<file path="src/rtl/irq_arb_pkg.sv">
package irq_arb_pkg;
  localparam int GRP_N  = 7;
  localparam int LVL_N  = 4;
  localparam int LVL_W  = $clog2(LVL_N);
  localparam int VEC_W  = $clog2(GRP_N);
  localparam int FLAG_N = 10;
  localparam int EN_W   = GRP_N + 1;
  localparam int EN_ALL = GRP_N;

  // flag positions
  localparam int F_EXT0 = 0;
  localparam int F_TMR0 = 1;
  localparam int F_EXT1 = 2;
  localparam int F_TMR1 = 3;
  localparam int F_RX   = 4;
  localparam int F_TX   = 5;
  localparam int F_SPI  = 6;
  localparam int F_T2OV = 7;
  localparam int F_T2EX = 8;
  localparam int F_CMP  = 9;

  // group positions (also tie-break order)
  localparam int G_EXT0 = 0;
  localparam int G_TMR0 = 1;
  localparam int G_EXT1 = 2;
  localparam int G_TMR1 = 3;
  localparam int G_SER  = 4;
  localparam int G_TMR2 = 5;
  localparam int G_CMP  = 6;

  typedef logic [LVL_W-1:0] lvl_t;
  typedef logic [VEC_W-1:0] vec_t;
endpackage

</file>
<file path="src/rtl/irq_rst_sync.sv">
module irq_rst_sync (
  input  logic clk,
  input  logic rst_n,
  output logic rst_sync_n
);
  logic [1:0] sync_q;

  always_ff @(posedge clk or negedge rst_n) begin
    if (!rst_n) sync_q <= 2'b00;
    else        sync_q <= {sync_q[0], 1'b1};
  end

  assign rst_sync_n = sync_q[1];
endmodule

</file>
<file path="src/rtl/irq_group_merge.sv">
module irq_group_merge
  import irq_arb_pkg::*;
#(
  parameter bit HAS_SPI = 1'b1,
  parameter bit HAS_T2  = 1'b1,
  parameter bit HAS_CMP = 1'b1
) (
  input  logic [FLAG_N-1:0] evt_flags,
  input  logic [EN_W-1:0]   en_reg,
  output logic [GRP_N-1:0]  grp_req
);
  logic spi_term;
  logic t2_term;
  logic cmp_term;
  logic [GRP_N-1:0] raw;

  generate
    if (HAS_SPI) begin : g_spi
      assign spi_term = evt_flags[F_SPI];
    end else begin : g_no_spi
      assign spi_term = 1'b0;
    end
    if (HAS_T2) begin : g_t2
      assign t2_term = evt_flags[F_T2OV] | evt_flags[F_T2EX];
    end else begin : g_no_t2
      assign t2_term = 1'b0;
    end
    if (HAS_CMP) begin : g_cmp
      assign cmp_term = evt_flags[F_CMP];
    end else begin : g_no_cmp
      assign cmp_term = 1'b0;
    end
  endgenerate

  always_comb begin
    raw         = '0;
    raw[G_EXT0] = evt_flags[F_EXT0];
    raw[G_TMR0] = evt_flags[F_TMR0];
    raw[G_EXT1] = evt_flags[F_EXT1];
    raw[G_TMR1] = evt_flags[F_TMR1];
    raw[G_SER]  = evt_flags[F_RX] | evt_flags[F_TX] | spi_term;
    raw[G_TMR2] = t2_term;
    raw[G_CMP]  = cmp_term;
  end

  assign grp_req = raw & en_reg[GRP_N-1:0] & {GRP_N{en_reg[EN_ALL]}};
endmodule

</file>
<file path="src/rtl/irq_level_pick.sv">
module irq_level_pick
  import irq_arb_pkg::*;
#(
  parameter bit HAS_HI = 1'b1
) (
  input  logic [GRP_N-1:0] grp_req,
  input  logic [GRP_N-1:0] lvl_lo,
  input  logic [GRP_N-1:0] lvl_hi,
  output logic             win_any,
  output vec_t             win_vec,
  output lvl_t             win_lvl
);
  logic [GRP_N-1:0] hi_eff;
  logic [GRP_N-1:0] at_lvl [LVL_N];

  generate
    if (HAS_HI) begin : g_hi
      assign hi_eff = lvl_hi;
    end else begin : g_no_hi
      assign hi_eff = '0;
    end
    for (genvar l = 0; l < LVL_N; l++) begin : g_lvl
      for (genvar g = 0; g < GRP_N; g++) begin : g_grp
        assign at_lvl[l][g] = grp_req[g] && ({hi_eff[g], lvl_lo[g]} == lvl_t'(l));
      end
    end
  endgenerate

  function automatic vec_t lowest_set(input logic [GRP_N-1:0] m);
    vec_t idx;
    idx = '0;
    for (int i = GRP_N - 1; i >= 0; i--) begin
      if (m[i]) idx = vec_t'(i);
    end
    return idx;
  endfunction

  always_comb begin
    win_any = 1'b0;
    win_vec = '0;
    win_lvl = '0;
    for (int l = 0; l < LVL_N; l++) begin
      if (|at_lvl[l]) begin
        win_any = 1'b1;
        win_lvl = lvl_t'(l);
        win_vec = lowest_set(at_lvl[l]);
      end
    end
  end
endmodule

</file>
<file path="src/rtl/irq_service_stack.sv">
module irq_service_stack
  import irq_arb_pkg::*;
(
  input  logic             clk,
  input  logic             rst_n,
  input  logic             push,
  input  lvl_t             push_lvl,
  input  logic             pop,
  output logic             svc_any,
  output lvl_t             svc_top
);
  logic [LVL_N-1:0] in_svc;
  logic [LVL_N-1:0] in_svc_nxt;
  logic [LVL_N-1:0] top_oh;
  logic             upd_en;

  always_comb begin
    top_oh  = '0;
    svc_top = '0;
    for (int l = 0; l < LVL_N; l++) begin
      if (in_svc[l]) begin
        top_oh  = '0;
        top_oh[l] = 1'b1;
        svc_top = lvl_t'(l);
      end
    end
  end

  assign svc_any = |in_svc;
  assign upd_en  = push | pop;

  always_comb begin
    in_svc_nxt = in_svc;
    if (pop)  in_svc_nxt = in_svc_nxt & ~top_oh;
    if (push) in_svc_nxt[push_lvl] = 1'b1;
  end

  always_ff @(posedge clk or negedge rst_n) begin
    if (!rst_n)      in_svc <= '0;
    else if (upd_en) in_svc <= in_svc_nxt;
  end

  // an accepted request marks its level busy
  a_r7_push_sets: assert property (@(posedge clk) disable iff (!rst_n)
    push |=> in_svc[$past(push_lvl)]);

  // a lone return removes exactly one level
  a_r8_pop_one: assert property (@(posedge clk) disable iff (!rst_n)
    (pop && !push && svc_any) |=> ($countones(in_svc) + 1 == $countones($past(in_svc))));

  // a return with nothing in service changes nothing
  a_r8_pop_empty: assert property (@(posedge clk) disable iff (!rst_n)
    (pop && !push && !svc_any) |=> !svc_any);
endmodule

</file>
<file path="src/rtl/irq_level_arbiter.sv">
module irq_level_arbiter
  import irq_arb_pkg::*;
#(
  parameter bit HAS_SPI = 1'b1,
  parameter bit HAS_T2  = 1'b1,
  parameter bit HAS_CMP = 1'b1,
  parameter bit HAS_HI  = 1'b1
) (
  input  logic              clk,
  input  logic              rst_n,
  input  logic [FLAG_N-1:0] evt_flags,
  input  logic [EN_W-1:0]   en_reg,
  input  logic [GRP_N-1:0]  lvl_lo,
  input  logic [GRP_N-1:0]  lvl_hi,
  input  logic              take,
  input  logic              reti,
  output logic              irq_req,
  output logic [VEC_W-1:0]  irq_vec,
  output logic [LVL_W-1:0]  irq_lvl
);
  logic             rst_sync_n;
  logic [GRP_N-1:0] grp_req;
  logic             win_any;
  vec_t             win_vec;
  lvl_t             win_lvl;
  logic             svc_any;
  lvl_t             svc_top;
  logic             push;

  irq_rst_sync u_rst (
    .clk        (clk),
    .rst_n      (rst_n),
    .rst_sync_n (rst_sync_n)
  );

  irq_group_merge #(
    .HAS_SPI (HAS_SPI),
    .HAS_T2  (HAS_T2),
    .HAS_CMP (HAS_CMP)
  ) u_merge (
    .evt_flags (evt_flags),
    .en_reg    (en_reg),
    .grp_req   (grp_req)
  );

  irq_level_pick #(
    .HAS_HI (HAS_HI)
  ) u_pick (
    .grp_req (grp_req),
    .lvl_lo  (lvl_lo),
    .lvl_hi  (lvl_hi),
    .win_any (win_any),
    .win_vec (win_vec),
    .win_lvl (win_lvl)
  );

  assign irq_req = win_any && (!svc_any || (win_lvl > svc_top));
  assign irq_vec = win_vec;
  assign irq_lvl = win_lvl;
  assign push    = take && irq_req;

  irq_service_stack u_stack (
    .clk      (clk),
    .rst_n    (rst_sync_n),
    .push     (push),
    .push_lvl (win_lvl),
    .pop      (reti),
    .svc_any  (svc_any),
    .svc_top  (svc_top)
  );

  // global enable low silences everything
  a_r3_global_gate: assert property (@(posedge clk) disable iff (!rst_sync_n)
    !en_reg[EN_ALL] |-> !irq_req);

  // the reported index names a real group
  a_r5_vec_range: assert property (@(posedge clk) disable iff (!rst_sync_n)
    irq_req |-> (int'(irq_vec) < GRP_N));

  // after acceptance, nothing at or below that level may request next cycle
  a_r6_no_equal_preempt: assert property (@(posedge clk) disable iff (!rst_sync_n)
    (push && !reti) |=> !(irq_req && (irq_lvl <= $past(irq_lvl))));

  generate
    if (!HAS_HI) begin : g_chk_two_lvl
      // without the high-weight vector only two levels exist
      a_r9_two_levels: assert property (@(posedge clk) disable iff (!rst_sync_n)
        irq_req |-> (irq_lvl <= lvl_t'(1)));
    end
  endgenerate
endmodule

</file>
<file path="config.mk">
export PLATFORM = sky130hd
export DESIGN_NAME = irq_level_arbiter
export DESIGN_NICKNAME = d
export VERILOG_FILES = /design/src/rtl/irq_arb_pkg.sv /design/src/rtl/irq_rst_sync.sv /design/src/rtl/irq_group_merge.sv /design/src/rtl/irq_level_pick.sv /design/src/rtl/irq_service_stack.sv /design/src/rtl/irq_level_arbiter.sv
export SDC_FILE = /design/constraint.sdc
export NUM_CORES = 1
export LEC_CHECK = 0
export BUFFER_PORTS_ARGS = -buffer_cell sky130_fd_sc_hd__buf_2
export CORE_MARGIN = 2
export CORE_UTILIZATION = 45
export CTS_CLUSTER_DIAMETER = 200
export DETAILED_ROUTE_END_ITERATION = 8
export PLACE_DENSITY_LB_ADDON = 0.3
export SYNTH_ARGS = -nofsm -noshare
export SYNTH_HDL_FRONTEND = slang
export SYNTH_SLANG_ARGS = --single-unit
export TNS_END_PERCENT = 20
</file>
<file path="constraint.sdc">
create_clock -name clk -period 4.75 [get_ports clk]
set_input_delay 0.2375 -clock clk [delete_from_list [all_inputs] [get_ports clk]]
set_output_delay 0.2375 -clock clk [all_outputs]
set_load 0.05 [all_outputs]
</file>
==> results.py <==
metrics = {
    "synth": {
        "synth_top_area_share": 0.1664,
        "seq_area_frac_synth": 0.1664,
        "yosysWarnings": 0,
        "synthTopCellsByArea": "dfrtp_1, nand2_1, nor2_1",
        "syn_area_um2": 902.1,
        "ys_types": 43,
        "syn_nets": 163,
        "synthCells": 125,
        "ys_seq_elements": 6,
        "avgSynthCellArea_um2": 7.217,
        "synth.largest_area_cell": "dfrtp_1",
    },
    "floorplan": {
        "dieArea_um2": 2379,
        "initial_core_util": 0.4694,
        "die_w_um": 48.78,
        "rows": 16,
        "die_h_um": 48.78,
        "io_pins": 42,
        "core_area_um2": 1922,
    },
    "power_and_ir_drop": {
        "p_leak_nw": 0.5452,
        "peakVddDrop_mv": 0.1518,
        "powerDensity_nw_per_um2": 257.9,
        "total_power_w": 0.0003014,
    },
    "clock_network": {
        "clockBufferDepth": 2,
        "cts_made_buffers": 3,
        "htree_levels": 1,
        "clockRootBuffer": "clkbuf_4",
        "cts-resized-gates": 0,
        "clk_latency_ps": 260,
        "post-cts-setup-buffer-count": 0,
        "cts_tree": "yes",
        "clock-sinks": 6,
        "clk_pin_slew_ps": 50,
    },
    "global_routing": {
        "grt_pass1_wl_um": 4367,
        "grt_pass1_vias": 1066,
        "grt_start_max_net_pins": 14,
        "grt_usage": 0.2337,
        "antenna_found_initial": 0,
        "grt_overflow": 0,
    },
    "worst_setup_path": {
        "crit_type": "in -> out",
        "critical-path-top-delay-family": "compound AO/OA/AOI/OAI gates",
        "reg2reg_depth": 8,
        "endpoint_kind": "output pin",
        "critPathSlowestCell": "o311ai_4",
        "r2r-start": "u_stack.in_svc[2]$_DFFE_PN0P_",
        "rrSetupSlack_ps": 3140,
        "cp-startpoint": "evt_flags[5]",
        "worst-path-max-fanout": 7,
        "cp.buffers_inverters": 2,
        "timing.rr.end": "u_stack.in_svc[1]$_DFFE_PN0P_",
        "required_ps": 4510,
        "critPathLaunchType": "input port",
        "cp_slowest_stage_delay_ps": 370,
        "path_cells": "buf_2 -> o311ai_4 -> nor3b_1 -> a311oi_1 -> and2_1 -> nand2_1 -> and2_1 -> ha_1 -> nand2_1 -> o21ai_0 -> o41ai_1 -> o31a_1 -> buf_2",
        "cp.arrival_ps": 2710,
    },
    "place": {
        "dp_hpwl_um": 2167,
        "dp.cells": 192,
        "dpl-instance-area_um2": 1136,
        "globalplace.congestion": 0.8611,
        "port_buffers": 41,
    },
    "timing": {
        "fin_crit_sh": 0.6196,
        "rsz0062_at_grt": "false",
        "fin_skew_ps": 6.488,
        "finalSetupTns_ps": 0,
        "worst_slew_pin_slew_ps": 492.0,
        "fmax_ghz": 0.3398,
        "drv_slew": 0,
        "finalSetupViolCount": 0,
        "slew_headroom": 0.6677,
        "final.min_clock_period_ps": 2943,
        "hold_viol_final": 0,
        "hold_ws_ps": 45.90,
    },
    "drt": {
        "vias": 1148,
        "ant_nets": 0,
        "route.detailed.drc": 0,
        "wl_um": 2603,
        "viasPerCell": 5.857,
        "first_pass_iters": 4,
        "wl_per_cell_um": 13.28,
        "drtIter0Drc": 23,
    },
    "finish": {
        "n_antenna_cell": 0,
        "instances_no_fill": 196,
        "drive_gt1_frac": 0.3018,
        "area_delta_synth_final_pct": 29.54,
        "postLayoutCellArea_um2": 1169,
        "layout.nets": 209,
    },
    "worst_hold_path": {
        "worstHoldPathType": "reg -> async",
    },
    "outcome": {
        "outcome": "finished, final reports clean",
    },
    "run": {
        "maxCapViolCount": 0,
    },
}
==> kinds of logic after synthesis <==
family,after synthesis,synth area share
other,1,0.004157
AO/OA/AOI/OAI,43,0.3690
flip-flops,6,0.1664
buffers and inverters,8,0.03467
AND/OR/NAND/NOR,65,0.3980
adder cells (fa/ha/maj),2,0.02773
==> layout by cell type, fill, tap and decap left out, types with 3 or more instances in the layout <==
master	count
nand2b_1	4
and2_1	4
nor2b_1	4
nand3_1	5
dfrtp_1	6
nand4_1	3
a311oi_1	3
inv_1	7
a21oi_1	3
clkbuf_4	3
nand2_1	15
nor2_1	12
o21ai_0	8
buf_2	41
or2_2	3
o22ai_1	7
==> state kept, by name (all words and copies together) (netlist names) <==
signal          cells
u_stack.in_svc      4
u_rst.sync_q        2
==> where the power goes <==
| group | switching (W) | internal (W) |
|---|---|---|
| combinational | 0.000114 | 0.0000650 |
| sequential | 0.0000103 | 0.0000617 |
| clock | 0.0000221 | 0.0000288 |
==> synth_stat cells (all sizes together) <==
cell type and count:
nand2 15, nor2 12, o21ai 8, inv 7, o22ai 7, dfrtp 6
nand3 5, and2 4, nand2b 4, nor2b 4, a21oi 3, a311oi 3
nand4 3, or2 3, a22oi 2, a31oi 2, and4b 2, ha 2
nand3b 2, nor3 2, o211a 2, o211ai 2, o22a 2, o2bb2ai 2
o32ai 2, o41ai 2, or3 2, a21o 1, a221oi 1, and2b 1
and3 1, and3b 1, buf 1, conb 1, nand4b 1, nand4bb 1
nor3b 1, o2111ai 1, o311ai 1, o31a 1, o31ai 1, or3b 1
==> timing repair <==
action	4_1_cts	5_1_grt
hold buffers	1	0
endpoints found under the setup margin	0	0
endpoints found under the hold margin	2	0
==> cell type report <==
class / instances / area (um^2)
inverter: 7 / 26.28
fill: 209 / 753.2
timing repair buffer: 42 / 215.2
clock buffer: 3 / 22.52
multi-input combinational: 111 / 720.7
sequential: 6 / 150.1
tap: 27 / 33.78
==> worst max-delay path by stage <==
stage / to / depth (start not counted)
2_1_floorplan: irq_req / 10
3_3_place_gp: irq_req / 13
3_5_place_dp: irq_req / 13
4_1_cts: irq_req / 13
5_1_grt: irq_req / 13
6_report: irq_req / 13
==> per-layer routing <==
layer  share of wire  up-vias  global-route usage  routed length, um
met5               0        -                   0                  0
met3           0.062        5             0.05521                161
met1            0.42      521              0.2769               1101
met2            0.50       48              0.4041               1305
li1                -      574                   -                  -
met4           0.013        0             0.09524                 35
==> through the flow <==
stage,worst slack (ps),util
2_1_floorplan,1772,-
3_3_place_gp,1929,0.5911
3_5_place_dp,1858,0.5911
4_1_cts,1835,0.6081
5_1_grt,1563,0.6081
6_report,1807,0.6081
Note: power is estimated with default switching activity, not from simulation.
